`config.mk`:
```
export PLATFORM = sky130hd
export DESIGN_NAME = i2s_mono_master_rx
export DESIGN_NICKNAME = d
export VERILOG_FILES = /design/src/rtl/i2s_rx_pkg.sv /design/src/rtl/i2s_bclk_div.sv /design/src/rtl/i2s_frame_seq.sv /design/src/rtl/i2s_slot_capture.sv /design/src/rtl/i2s_mono_master_rx.sv
export SDC_FILE = /design/constraint.sdc
export NUM_CORES = 1
export LEC_CHECK = 0
export ABC_AREA = 1
export ABC_CLOCK_PERIOD_IN_PS = 1810
export BUFFER_PORTS_ARGS = -buffer_cell sky130_fd_sc_hd__buf_2
export CAP_MARGIN = 30
export CORE_ASPECT_RATIO = 0.6
export CORE_MARGIN = 2
export CORE_UTILIZATION = 46
export DETAILED_ROUTE_END_ITERATION = 10
export PLACE_DENSITY = 0.68
export SYNTH_ARGS = -nofsm -noshare
export SYNTH_HDL_FRONTEND = slang
export SYNTH_HIERARCHICAL = 1
export SYNTH_SLANG_ARGS = --single-unit
```
`constraint.sdc`:
```
create_clock -name clk -period 1.81 [get_ports clk]
set_clock_uncertainty 0.1 [all_clocks]
set_input_delay 0.362 -clock clk [delete_from_list [all_inputs] [get_ports clk]]
set_output_delay 0.362 -clock clk [all_outputs]
set_load 0.05 [all_outputs]
```
`src/rtl/i2s_rx_pkg.sv`:
```
package i2s_rx_pkg;

    parameter int unsigned DEF_SLOT_BITS = 32;
    parameter int unsigned DEF_SAMPLE_W  = 24;
    parameter int unsigned DEF_HALF_DIV  = 25;

    typedef enum logic {
        SLOT_CAPTURE = 1'b0,
        SLOT_SKIP    = 1'b1
    } slot_e;

    typedef struct packed {
        logic rise;
        logic fall;
    } bclk_evt_t;

    function automatic logic in_data_window(input int unsigned pos, input int unsigned width);
        return (pos >= 1) && (pos <= width);
    endfunction

endpackage

```
`src/rtl/i2s_bclk_div.sv`:
```
module i2s_bclk_div
    import i2s_rx_pkg::*;
#(
    parameter int unsigned HALF_DIV = DEF_HALF_DIV
) (
    input  logic      clk,
    input  logic      rst,
    output logic      bclk_o,
    output bclk_evt_t evt_o
);
    localparam int unsigned CW = (HALF_DIV > 1) ? $clog2(HALF_DIV) : 1;

    logic [CW-1:0] cnt;
    logic          tick;

    assign tick = (cnt == CW'(HALF_DIV - 1));

    always_ff @(posedge clk) begin
        if (rst) begin
            cnt    <= '0;
            bclk_o <= 1'b0;
        end else if (tick) begin
            cnt    <= '0;
            bclk_o <= ~bclk_o;
        end else begin
            cnt    <= cnt + 1'b1;
        end
    end

    always_comb begin
        evt_o.rise = tick & ~bclk_o;
        evt_o.fall = tick &  bclk_o;
    end

    // the bit clock only moves after a full divider count
    p_bclk_tick_r1: assert property (@(posedge clk) disable iff (rst)
        !$stable(bclk_o) |-> ($past(cnt) == CW'(HALF_DIV - 1)));

endmodule

```
`src/rtl/i2s_frame_seq.sv`:
```
module i2s_frame_seq
    import i2s_rx_pkg::*;
#(
    parameter int unsigned SLOT_BITS = DEF_SLOT_BITS
) (
    input  logic                         clk,
    input  logic                         rst,
    input  bclk_evt_t                    evt_i,
    output slot_e                        slot_o,
    output logic [$clog2(SLOT_BITS)-1:0] pos_o
);
    localparam int unsigned FRAME_BITS = 2 * SLOT_BITS;
    localparam int unsigned FW         = $clog2(FRAME_BITS);
    localparam int unsigned PW         = $clog2(SLOT_BITS);

    logic [FW-1:0] idx;
    logic [FW-1:0] idx_nxt;

    assign idx_nxt = (idx == FW'(FRAME_BITS - 1)) ? '0 : idx + 1'b1;

    always_ff @(posedge clk) begin
        if (rst) begin
            idx    <= '0;
            slot_o <= SLOT_CAPTURE;
        end else if (evt_i.fall) begin
            idx    <= idx_nxt;
            slot_o <= (idx_nxt >= FW'(SLOT_BITS)) ? SLOT_SKIP : SLOT_CAPTURE;
        end
    end

    assign pos_o = (idx >= FW'(SLOT_BITS)) ? PW'(idx - FW'(SLOT_BITS)) : PW'(idx);

    // word-select moves only with a falling bit clock
    p_ws_on_fall_r2: assert property (@(posedge clk) disable iff (rst)
        !$stable(slot_o) |-> $past(evt_i.fall));

    // slot position advances only with a falling bit clock
    p_pos_on_fall_r2: assert property (@(posedge clk) disable iff (rst)
        !$stable(idx) |-> $past(evt_i.fall));

endmodule

```
`src/rtl/i2s_slot_capture.sv`:
```
module i2s_slot_capture
    import i2s_rx_pkg::*;
#(
    parameter int unsigned SLOT_BITS = DEF_SLOT_BITS,
    parameter int unsigned SAMPLE_W  = DEF_SAMPLE_W
) (
    input  logic                         clk,
    input  logic                         rst,
    input  bclk_evt_t                    evt_i,
    input  slot_e                        slot_i,
    input  logic [$clog2(SLOT_BITS)-1:0] pos_i,
    input  logic                         sd_i,
    output logic [SAMPLE_W-1:0]          sample_o,
    output logic                         valid_o
);
    localparam int unsigned PW = $clog2(SLOT_BITS);

    logic [SAMPLE_W-1:0] shreg;
    logic [SAMPLE_W-1:0] shifted;
    logic                take;
    logic                last;

    assign shifted = {shreg[SAMPLE_W-2:0], sd_i};
    assign take    = evt_i.rise && (slot_i == SLOT_CAPTURE) && in_data_window(32'(pos_i), SAMPLE_W);
    assign last    = (pos_i == PW'(SAMPLE_W));

    always_ff @(posedge clk) begin
        if (rst) begin
            shreg    <= '0;
            sample_o <= '0;
            valid_o  <= 1'b0;
        end else begin
            valid_o <= 1'b0;
            if (take) begin
                shreg <= shifted;
                if (last) begin
                    sample_o <= shifted;
                    valid_o  <= 1'b1;
                end
            end
        end
    end

    // strobe lasts a single system clock
    p_valid_pulse_r6: assert property (@(posedge clk) disable iff (rst)
        valid_o |=> !valid_o);

    // output holds between strobes
    p_sample_hold_r6: assert property (@(posedge clk) disable iff (rst)
        !valid_o |-> $stable(sample_o));

    // no sample is produced from the skipped slot
    p_valid_slot_r4: assert property (@(posedge clk) disable iff (rst)
        valid_o |-> (slot_i == SLOT_CAPTURE));

endmodule

```
`src/rtl/i2s_mono_master_rx.sv`:
```
module i2s_mono_master_rx
    import i2s_rx_pkg::*;
#(
    parameter int unsigned HALF_DIV  = DEF_HALF_DIV,
    parameter int unsigned SLOT_BITS = DEF_SLOT_BITS,
    parameter int unsigned SAMPLE_W  = DEF_SAMPLE_W
) (
    input  logic                clk,
    input  logic                rst,
    input  logic                sd_i,
    output logic                bclk_o,
    output logic                ws_o,
    output logic [SAMPLE_W-1:0] sample_o,
    output logic                sample_valid_o
);
    localparam int unsigned PW = $clog2(SLOT_BITS);

    bclk_evt_t     evt;
    slot_e         slot;
    logic [PW-1:0] pos;

    i2s_bclk_div #(.HALF_DIV(HALF_DIV)) u_div (
        .clk    (clk),
        .rst    (rst),
        .bclk_o (bclk_o),
        .evt_o  (evt)
    );

    i2s_frame_seq #(.SLOT_BITS(SLOT_BITS)) u_seq (
        .clk    (clk),
        .rst    (rst),
        .evt_i  (evt),
        .slot_o (slot),
        .pos_o  (pos)
    );

    i2s_slot_capture #(.SLOT_BITS(SLOT_BITS), .SAMPLE_W(SAMPLE_W)) u_cap (
        .clk      (clk),
        .rst      (rst),
        .evt_i    (evt),
        .slot_i   (slot),
        .pos_i    (pos),
        .sd_i     (sd_i),
        .sample_o (sample_o),
        .valid_o  (sample_valid_o)
    );

    assign ws_o = (slot == SLOT_SKIP);

    // a sample is completed only on a rising bit clock
    p_valid_on_rise_r3: assert property (@(posedge clk) disable iff (rst)
        sample_valid_o |-> $rose(bclk_o));

    // reset drives the link outputs low
    p_reset_state_r8: assert property (@(posedge clk)
        $past(rst) |-> (!bclk_o && !ws_o && !sample_valid_o));

endmodule

```
==> results.toml <==
[final_layout]
drive_gt1_share_pct = 21.4
area_growth_pct = 21.5
fin_nets = 421
antenna_cells = 0
design_area_sq_um = 3200

[pwr]
p_per_area_nw_per_um2 = 761
peakVddDrop_v = 0.000491
leakagePower_nw = 1.52
power_mw = 2.44

[yosys]
synth_mux_area_share_pct = 0
synth_top_family_by_area = "simple AND/OR/NAND/NOR gates"
ys_types = 22
yosysMostFrequentCell = "nor2_1"
synth_compound_area_share_pct = 6.07
synth_seq_cells = 60
synth_sequential_area_ratio_pct = 45.6
postSynthAreaPerCell_sq_um = 6.96
synthXorXnorAreaFrac_pct = 0.332
synth_top_area_share_pct = 45.6
synth.area.top_cells = "dfxtp_1, nor2_1, nand2_1, inv_1, nand4_1"
synth_edf_count = 0
synth_ff_type = "dfxtp_1"
synth_top_area_cell = "dfxtp_1"
synth_nets = 385
yosys.area_share.simple_pct = 33.6
synthTopCellsByCount = "nor2_1, nand2_1, inv_1, dfxtp_1, o21ai_0"
syn_area_sq_um = 2640
synth_cells = 379
synth-adder-area-share_pct = 1.42
ys_warn_count = 6
async_flop_share_pct = 0

[grt]
met1_usage_pct = 25.6
grt_overflow = 0
grt_pass1_vias = 2012
grt_start_max_net_pins = 48
track_usage_pct = 18.1
use_met2_pct = 25.4
grt_util_met3_pct = 6.04
gr-max-usage-layer = "met1"
grt_pass1_wl_mm = 9.10
grt_antenna_before_repair = 0

[setup_path]
r2r-end = "u_cap/sample_o[7]"
critical_path.endpoint = "u_cap/sample_o[7]"
rr_worst_depth = 12
rr_startpoint = "u_div/cnt[0]"
worstPathMaxFanout = 10
critPathKind = "reg -> reg"
crit_start = "u_div/cnt[0]"
cp.required_ns = 1.93
cp-end-kind = "flip-flop"
startpoint_type = "flip-flop"
critical_path_arrival_ns = 1.83
rrSetupSlack_ns = 0.10

[timing]
hold_violations = 0
slew_viol_final = 0
max_freq_mhz = 586
holdWs_ns = 0.190
finalCriticalPeriod_ns = 1.71
rsz0062_at_grt = "yes"
tns_ns = 0
finalCritPeriodShare_pct = 94.2
worst_slew_pin_slew_ns = 0.263
setup_viol = 0
slew_headroom_pct = 82.4

[floorplanning]
die_w_um = 102
start_util_pct = 47.6
coreArea_sq_um = 5540
rows = 21
dieArea_sq_um = 6370
ioPinCount = 30
die_y_um = 62.6

[placement]
dp_hpwl_mm = 3.47
gp_congestion = 0.822
io_buffers = 29
placed_cell_area_sq_um = 2920

[clocking]
cts_hold_buf = 0
clkSinkCount = 60
clockRootBuffer = "clkbuf_8"
clockBufferDepth = 2
htree_levels = 3
cts_tree = "built"
cts.clk_slew.worst_paths_ns = 0.06
numCtsBuffers = 9
clk_latency_ns = 0.33

[routing]
drt-total-wl_mm = 5.36
dr.pass1.iters = 4
vias = 2299
viasPerCell = 4.60
drtIter0Drc = 122
drc = 0
avgRoutedWirePerCell_um = 10.7
ant_nets = 0

[status]
run_status = "finished clean"

[run]
maxCapViolCount = 0

[min_path]
hp-class = "in -> reg"
per-stage QoR:
step	setup WS, ns	util (%)	std cells
6_report	0.104	57.8	500
5_1_grt	-0.0384	57.8	500
4_1_cts	0.0387	55.6	498
3_5_place_dp	0.0638	52.6	482
3_3_place_gp	0.111	52.6	482
2_1_floorplan	0.130	-	379
timing repair:
action,in CTS,in global routing
setup buffers,0,1
setup endpoints to repair,0,47
gates resized for setup,0,47
worst max-delay path, cell delays in order (launching register included):
cell and delay [ns]:
dfxtp_2 0.32, inv_2 0.06, ha_4 0.14, nand2_4 0.05
inv_2 0.06, nand2_2 0.06, nor2_1 0.08, nand2_1 0.09
nor2_2 0.13, nand3_4 0.14, buf_6 0.18, o21ai_0 0.14
nor2_1 0.05
placed cells by master (no fill, tap or decap), types with 2 or more instances in the layout:
cell,netlist,final
nor2_1,86,84
nand2_1,67,66
inv_1,65,61
dfxtp_1,60,57
buf_2,7,29
nand4_1,25,25
o21ai_1,0,11
clkbuf_8,0,10
o21ai_0,26,8
o21ai_2,0,7
nand2_2,5,5
inv_2,2,5
nor2_2,3,5
buf_4,2,5
nand3_1,5,5
clkbuf_1,8,4
nor2_4,3,3
buf_6,1,3
buf_12,0,3
dfxtp_2,0,3
a21oi_1,3,3
clkinv_2,0,2
nand2_4,1,2
nand3_2,3,2
buf_8,0,2
o21bai_1,2,2
ha_1,3,2
power breakdown:
part           switching, mW  internal (mW)
registers            0.00366           1.33
logic                 0.0558         0.0409
clock network          0.480          0.532
total                  0.539           1.90
cell type report:
type                            count  area (sq um)
Timing Repair Buffer               43           332
Sequential cell                    60          1200
Clock buffer                       14           153
Fill cell                         522          2340
Multi-Input combinational cell    234          1150
Clock inverter                      2          10.0
Tap cell                           80           100
Inverter                           67           254
registers in the layout, summed over array words and instances, names as in the netlist:
register,cells
u_cap/shreg,23
u_cap/sample_o,24
u_cap/valid_o,1
u_seq/slot_o,1
u_div/cnt,5
u_div/bclk_o,1
u_seq/idx,5
logic make-up (layout without fill, tap and decap cells):
family / after synthesis / count (layout)
compound gates: 31 / 31
xor+xnor: 1 / 1
fa+ha+maj: 3 / 3
buf+inv: 85 / 126
flops: 60 / 60
simple gates: 199 / 199
worst min path at each step:
| stage | from | end | depth (start not counted) |
|---|---|---|---|
| floorplan | rst | u_cap/valid_o | 1 |
| global placement | u_cap/sample_o[8] | u_cap/sample_o[8] | 2 |
| detailed placement | u_cap/sample_o[23] | u_cap/sample_o[23] | 2 |
| CTS | rst | u_cap/valid_o | 2 |
| global route | rst | u_cap/valid_o | 2 |
| finish | rst | u_cap/valid_o | 2 |
metal layers:
layer  share of wire, %  vias to the layer above  routed length, um
met4               0.71                        0                 38
met2                 41                       49               2220
met1                 53                     1013               2860
met3                4.5                        5                240
met5                  0                        -                  0
li1                   -                     1232                  -
(Power assumes the default switching activity.)
